## config.mk

```make
export PLATFORM = sky130hd
export DESIGN_NAME = prio_irq_ctrl
export DESIGN_NICKNAME = d
export VERILOG_FILES = /design/src/rtl/prio_irq_pkg.sv /design/src/rtl/irq_pend_bank.sv /design/src/rtl/irq_arbiter.sv /design/src/rtl/lvl_stack.sv /design/src/rtl/prio_irq_ctrl.sv
export SDC_FILE = /design/constraint.sdc
export NUM_CORES = 1
export LEC_CHECK = 0
export ABC_AREA = 1
export ABC_CLOCK_PERIOD_IN_PS = 4900
export CORE_MARGIN = 10
export CORE_UTILIZATION = 40
export CTS_CLUSTER_DIAMETER = 30
export DETAILED_ROUTE_END_ITERATION = 6
export PLACE_DENSITY_LB_ADDON = 0.08
export SYNTH_ARGS = -nofsm -noshare
export SYNTH_HDL_FRONTEND = slang
export SYNTH_SLANG_ARGS = --single-unit
```

## constraint.sdc

```tcl
create_clock -name clk -period 4.9 [get_ports clk]
set_clock_uncertainty 0.1 [all_clocks]
set_input_delay 0.98 -clock clk [delete_from_list [all_inputs] [get_ports clk]]
set_output_delay 0.98 -clock clk [all_outputs]
set_load 0.02 [all_outputs]
```

## src/rtl/prio_irq_pkg.sv

```systemverilog
package prio_irq_pkg;
  typedef enum logic [2:0] {
    RA_MASK  = 3'd0,
    RA_LEVEL = 3'd1,
    RA_POP   = 3'd2,
    RA_PEND  = 3'd3,
    RA_CTRL  = 3'd4,
    RA_EPC   = 3'd5
  } reg_addr_e;

  localparam int CTRL_GIE   = 0;
  localparam int CTRL_MODE  = 1;
  localparam int CTRL_OVF   = 2;
  localparam int CTRL_PMODE = 3;
endpackage

```

## src/rtl/irq_pend_bank.sv

```systemverilog
module irq_pend_bank #(
  parameter int NUM_SRC = 8
) (
  input  logic               clk,
  input  logic               rst_n,
  input  logic [NUM_SRC-1:0] irq_in,
  input  logic [NUM_SRC-1:0] clr_vec,
  output logic [NUM_SRC-1:0] pend_q
);
  // A high request line dominates a clear in the same cycle.
  always_ff @(posedge clk or negedge rst_n) begin
    if (!rst_n) pend_q <= '0;
    else        pend_q <= (pend_q & ~clr_vec) | irq_in;
  end
endmodule

```

## src/rtl/irq_arbiter.sv

```systemverilog
module irq_arbiter #(
  parameter int NUM_SRC = 8,
  parameter int LVL_W   = 4,
  parameter int ID_W    = 3
) (
  input  logic [NUM_SRC-1:0] pend,
  input  logic [NUM_SRC-1:0] mask,
  input  logic [LVL_W-1:0]   level,
  input  logic               gie,
  input  logic               hold,
  output logic [NUM_SRC-1:0] elig_o,
  output logic               take_o,
  output logic [ID_W-1:0]    take_id
);
  function automatic logic [NUM_SRC-1:0] f_elig(
    input logic [NUM_SRC-1:0] p,
    input logic [NUM_SRC-1:0] m,
    input logic [LVL_W-1:0]   lv,
    input logic               en
  );
    logic [NUM_SRC-1:0] r;
    for (int i = 0; i < NUM_SRC; i++)
      r[i] = en && p[i] && !m[i] && (LVL_W'(i) >= lv);
    return r;
  endfunction

  // Highest set index wins.
  function automatic logic [ID_W-1:0] f_pick(input logic [NUM_SRC-1:0] v);
    logic [ID_W-1:0] r;
    r = '0;
    for (int i = 0; i < NUM_SRC; i++)
      if (v[i]) r = ID_W'(i);
    return r;
  endfunction

  assign elig_o  = f_elig(pend, mask, level, gie && !hold);
  assign take_o  = |elig_o;
  assign take_id = f_pick(elig_o);
endmodule

```

## src/rtl/lvl_stack.sv

```systemverilog
module lvl_stack #(
  parameter int LVL_W     = 4,
  parameter int STK_DEPTH = 4,
  parameter int DEP_W     = 3
) (
  input  logic             clk,
  input  logic             rst_n,
  input  logic             push,
  input  logic             pop,
  input  logic [LVL_W-1:0] new_lvl,
  output logic [LVL_W-1:0] level_q,
  output logic [DEP_W-1:0] depth_q,
  output logic             ovf_q
);
  localparam int PTR_W = (STK_DEPTH > 1) ? $clog2(STK_DEPTH) : 1;

  logic [LVL_W-1:0] stk [STK_DEPTH];
  logic             full, empty;
  logic [PTR_W-1:0] wr_idx, rd_idx;

  assign full   = (depth_q == DEP_W'(STK_DEPTH));
  assign empty  = (depth_q == '0);
  assign wr_idx = PTR_W'(depth_q);
  assign rd_idx = PTR_W'(depth_q - DEP_W'(1));

  always_ff @(posedge clk or negedge rst_n) begin
    if (!rst_n) begin
      level_q <= '0;
      depth_q <= '0;
      ovf_q   <= 1'b0;
      for (int i = 0; i < STK_DEPTH; i++) stk[i] <= '0;
    end else if (push) begin
      if (full) begin
        ovf_q <= 1'b1;
      end else begin
        stk[wr_idx] <= level_q;
        depth_q     <= depth_q + DEP_W'(1);
      end
      level_q <= new_lvl;
    end else if (pop) begin
      if (empty) begin
        level_q <= '0;
      end else begin
        level_q <= stk[rd_idx];
        depth_q <= depth_q - DEP_W'(1);
      end
    end
  end
endmodule

```

## src/rtl/prio_irq_ctrl.sv

```systemverilog
module prio_irq_ctrl
  import prio_irq_pkg::*;
#(
  parameter int NUM_SRC   = 8,
  parameter int PC_W      = 16,
  parameter int DATA_W    = 16,
  parameter int STK_DEPTH = 4,
  localparam int ID_W     = $clog2(NUM_SRC)
) (
  input  logic               clk,
  input  logic               rst_n,
  input  logic [NUM_SRC-1:0] irq_in,
  input  logic [PC_W-1:0]    cur_pc,
  input  logic               rte_i,
  input  logic               reg_wr,
  input  logic [2:0]         reg_addr,
  input  logic [DATA_W-1:0]  reg_wdata,
  output logic [DATA_W-1:0]  reg_rdata,
  output logic               take_o,
  output logic [ID_W-1:0]    take_id,
  output logic [PC_W-1:0]    ret_pc,
  output logic               sup_mode_o,
  output logic               overflow_o
);
  localparam int LVL_W = $clog2(NUM_SRC + 1);
  localparam int DEP_W = $clog2(STK_DEPTH + 1);

  // Named internal events, used by the bound checker.
  logic               wr_mask, wr_level, wr_pop, clr_hit, wr_ctrl, wr_epc;
  logic [NUM_SRC-1:0] clr_vec, pend_q, elig;
  logic [NUM_SRC-1:0] mask_q;
  logic [LVL_W-1:0]   level_q;
  logic [DEP_W-1:0]   depth_q;
  logic               gie_q, mode_q, pmode_q, ovf_q;
  logic [PC_W-1:0]    epc_q;

  assign wr_mask  = reg_wr && (reg_addr == RA_MASK);
  assign wr_level = reg_wr && (reg_addr == RA_LEVEL);
  assign wr_pop   = reg_wr && (reg_addr == RA_POP);
  assign clr_hit  = reg_wr && (reg_addr == RA_PEND);
  assign wr_ctrl  = reg_wr && (reg_addr == RA_CTRL);
  assign wr_epc   = reg_wr && (reg_addr == RA_EPC);
  assign clr_vec  = clr_hit ? reg_wdata[NUM_SRC-1:0] : '0;

  irq_pend_bank #(.NUM_SRC(NUM_SRC)) u_pend (
    .clk     (clk),
    .rst_n   (rst_n),
    .irq_in  (irq_in),
    .clr_vec (clr_vec),
    .pend_q  (pend_q)
  );

  irq_arbiter #(.NUM_SRC(NUM_SRC), .LVL_W(LVL_W), .ID_W(ID_W)) u_arb (
    .pend    (pend_q),
    .mask    (mask_q),
    .level   (level_q),
    .gie     (gie_q),
    .hold    (rte_i),
    .elig_o  (elig),
    .take_o  (take_o),
    .take_id (take_id)
  );

  lvl_stack #(.LVL_W(LVL_W), .STK_DEPTH(STK_DEPTH), .DEP_W(DEP_W)) u_stk (
    .clk     (clk),
    .rst_n   (rst_n),
    .push    (wr_level),
    .pop     (wr_pop),
    .new_lvl (reg_wdata[LVL_W-1:0]),
    .level_q (level_q),
    .depth_q (depth_q),
    .ovf_q   (ovf_q)
  );

  // Entry sequence has priority over return and software writes.
  always_ff @(posedge clk or negedge rst_n) begin
    if (!rst_n) begin
      mask_q  <= '0;
      gie_q   <= 1'b0;
      mode_q  <= 1'b0;
      pmode_q <= 1'b0;
      epc_q   <= '0;
    end else begin
      if (wr_mask) mask_q <= reg_wdata[NUM_SRC-1:0];
      if (take_o) begin
        gie_q   <= 1'b0;
        mode_q  <= 1'b1;
        pmode_q <= mode_q;
        epc_q   <= cur_pc;
      end else begin
        if (rte_i) begin
          gie_q  <= 1'b1;
          mode_q <= pmode_q;
        end else if (wr_ctrl) begin
          gie_q   <= reg_wdata[CTRL_GIE];
          pmode_q <= reg_wdata[CTRL_PMODE];
        end
        if (wr_epc) epc_q <= reg_wdata[PC_W-1:0];
      end
    end
  end

  logic [3:0] ctrl_word;
  assign ctrl_word = {pmode_q, ovf_q, mode_q, gie_q};

  always_comb begin
    case (reg_addr)
      RA_MASK:  reg_rdata = DATA_W'(mask_q);
      RA_LEVEL: reg_rdata = DATA_W'(level_q);
      RA_POP:   reg_rdata = DATA_W'(depth_q);
      RA_PEND:  reg_rdata = DATA_W'(pend_q);
      RA_CTRL:  reg_rdata = DATA_W'(ctrl_word);
      RA_EPC:   reg_rdata = DATA_W'(epc_q);
      default:  reg_rdata = '0;
    endcase
  end

  assign ret_pc     = epc_q;
  assign sup_mode_o = mode_q;
  assign overflow_o = ovf_q;
endmodule

```

==> results.json <==
{
  "routed_wl_mm": 10.3,
  "clockPowerShare": 0.223,
  "die_y_um": 111,
  "cts_buffers": 9,
  "clkTransAtPathRegs_ns": 0.07,
  "area_delta_synth_final_pct": 34.0,
  "swShare": 0.407,
  "ioPinCount": 85,
  "cts_hold_buffers": 0,
  "hold_viol": 0,
  "cts_sinks": 59,
  "ys_types": 34,
  "power_frac_seq": 0.347,
  "fin_crit_sh": 0.890,
  "coreArea_sq_mm": 0.00813,
  "drtIter0Drc": 192,
  "gp_congestion": 0.928,
  "startpoint_type": "input port",
  "fin_cells": 616,
  "post_cts_buffers": 0,
  "worstSetupStartpoint": "reg_addr[0]",
  "placed_cells": 600,
  "arrival_ns": 3.28,
  "fp.dieArea_sq_mm": 0.0123,
  "n_fill_cell": 810,
  "synth_cells": 418,
  "clk_latency_ns": 0.34,
  "cts_buffer_depth": 2,
  "comb_power_share": 0.430,
  "slew_viol_final": 0,
  "start_util": 0.406,
  "max_freq_ghz": 0.229,
  "ir_drop_v": 0.000312,
  "rr_startpoint": "u_stk.depth_q[0]",
  "dr_total_vias": 3104,
  "setup_viol": 0,
  "power.internal_w": 0.00136,
  "p_sw_w": 0.000934,
  "syn_nets": 471,
  "die_x_um": 111,
  "hp-class": "register to register",
  "drc": 0,
  "synth_top_area_cell": "dfrtp_1",
  "syn_area_sq_mm": 0.00330,
  "io_buffers": 84,
  "grt_max_degree": 60,
  "cp_cell_sequence": "clkdlybuf4s50_1, inv_1, nor2_1, nand2_1, inv_1, nand2_1, o21ai_0, a21oi_1, o221ai_1, clkdlybuf4s50_1",
  "antenna_left": 0,
  "holdCritStartpoint": "mask_q[5]",
  "cts_tree": "built",
  "fin_setup_tns_ns": 0,
  "nets": 559,
  "finalCriticalPeriod_ns": 4.36,
  "grt_overflow_total": 0,
  "wire_per_inst_um": 16.7,
  "multi_input_area_sq_mm": 0.00152,
  "slowest_stage": "clkdlybuf4s50_1",
  "final_util": 0.543,
  "clockRootBuffer": "clkbuf_8",
  "powerDensity_mw_per_mm2": 519,
  "leakage_nw": 2.06,
  "relSlewSlack": 0.485,
  "regArea_sq_mm": 0.00148,
  "synth_area_per_cell_sq_um": 7.89,
  "antenna_cells": 0,
  "cp_max_fo": 10,
  "grt_first_pass_wirelength_mm": 17.0,
  "viasPerCell": 5.04,
  "ys_warn_count": 0,
  "final_common_cell": "nand2_1",
  "synth_seq_area_share": 0.447,
  "first_pass_iters": 4,
  "ys_ff_latch": 59,
  "grt_usage": 0.168,
  "cpPeakStageDelay_ns": 0.65,
  "yosysTopAreaCellShare": 0.447,
  "row_count": 33,
  "criticalPathCategory": "input port to output port",
  "maxCapViolCount": 0,
  "tightest_slew_ns": 0.773,
  "antenna_found_initial": 0,
  "cp.required_ns": 3.82,
  "cts_max_level": 3,
  "endpoint_kind": "output port",
  "hpwlAfterDp_mm": 7.79,
  "layout_common_cells": "nand2_1, clkdlybuf4s50_1, dfrtp_1",
  "rsz0062_at_grt": "no",
  "cts_resized": 0,
  "grt_pass1_vias": 3185,
  "outcome": "complete, no violations",
  "netlist_top_cells_area": "dfrtp_1, nand2_1, o21ai_0, inv_1, nand3_2",
  "drive_above_1_share": 0.0998
}
routing by layer:
metal / vias to the layer above / global-route usage / share of wire
li1: 1530 / - / -
met1: 1459 / 0.206 / 0.44
met2: 99 / 0.266 / 0.47
met3: 16 / 0.0541 / 0.065
met4: 0 / 0.0668 / 0.025
met5: - / 0 / 0
critical path: cells and delay by family:
| kind | cells | cell delay [ns] |
|---|---|---|
| AO/OA/AOI/OAI | 3 | 0.27 |
| buffers and inverters | 4 | 1.57 |
| AND/OR/NAND/NOR | 3 | 0.44 |
cell families after synthesis:
logic type / Yosys count / share of synthesized area
flip-flops: 59 / 0.447
AO/OA/AOI/OAI: 68 / 0.121
adder cells (fa/ha/maj): 6 / 0.0228
AND/OR/NAND/NOR: 219 / 0.311
buffers and inverters: 64 / 0.0921
XOR/XNOR: 2 / 0.00531
synthesized netlist by cell type:
cell type  instances
o22ai_1            1
o221ai_1           5
nor3_2             2
nor3_1             1
clkbuf_1           1
nand3_1           25
inv_12             1
nand3_2           18
o211ai_1           5
nand2_2            3
nor2_4             3
nor2_1            26
buf_6              1
buf_2              2
ha_1               6
inv_2              4
nand4_1            4
buf_8              1
o21ai_2            1
o22ai_2            1
clkinv_1           2
buf_12             1
a221oi_1           2
a21oi_1           10
nand2_1          136
inv_1             49
buf_4              1
clkbuf_8           1
o21ai_0           39
nand2_4            1
o21ai_1            1
dfrtp_1           59
xor2_1             2
o21bai_1           3
flip-flops by register name (all words and copies together), names as in the netlist, 3 cells and up:
signal	flops
ret_pc	16
u_stk.stk	16
mask_q	8
u_pend.pend_q	8
u_stk.level_q	4
u_stk.depth_q	3
metrics by stage:
| step | cell area [sq um] | power [W] | setup WS (ns) | hold WS (ns) |
|---|---|---|---|---|
| 5_1_grt | 4420 | 0.00247 | 0.325 | 0.407 |
| 6_report | 4420 | 0.00229 | 0.538 | 0.387 |
| 3_3_place_gp | 4190 | 0.00178 | 0.588 | 0.362 |
| 2_1_floorplan | 3300 | 0.00141 | 1.76 | 0.349 |
| 3_5_place_dp | 4190 | 0.00179 | 0.552 | 0.374 |
| 4_1_cts | 4420 | 0.00232 | 0.537 | 0.391 |
layout make-up:
class,count,area share
inverters,56,0.0504
clock buffers,12,0.0351
repair buffers,85,0.191
multi-input cells,295,0.344
clock inverters,4,0.0164
well taps,105,0.0297
flip-flops and latches,59,0.334
worst paths after layout:
kind | slack (ns) | depth (start not counted) | end
max | 0.54 | 10 | reg_rdata[3]
min | 0.39 | 2 | mask_q[5]
min reg2reg | 0.39 | 2 | mask_q[5]
max reg2reg | 2.38 | 6 | u_stk.stk[9]
max in group asynchronous | 3.48 | 2 | mask_q[7]
min in group asynchronous | 0.70 | 2 | u_stk.stk[4]
power by group through the flow:
stage	sequential (W)	clock [W]	combinational [W]
final	0.000795	0.000511	0.000987
after global routing	0.000821	0.000551	0.00110
after CTS	0.000795	0.000524	0.000998
after detailed placement	0.000800	0	0.000994
after global placement	0.000801	0	0.000981
after floorplan	0.000835	0	0.000578
Note: power is estimated with default switching activity, not from simulation.
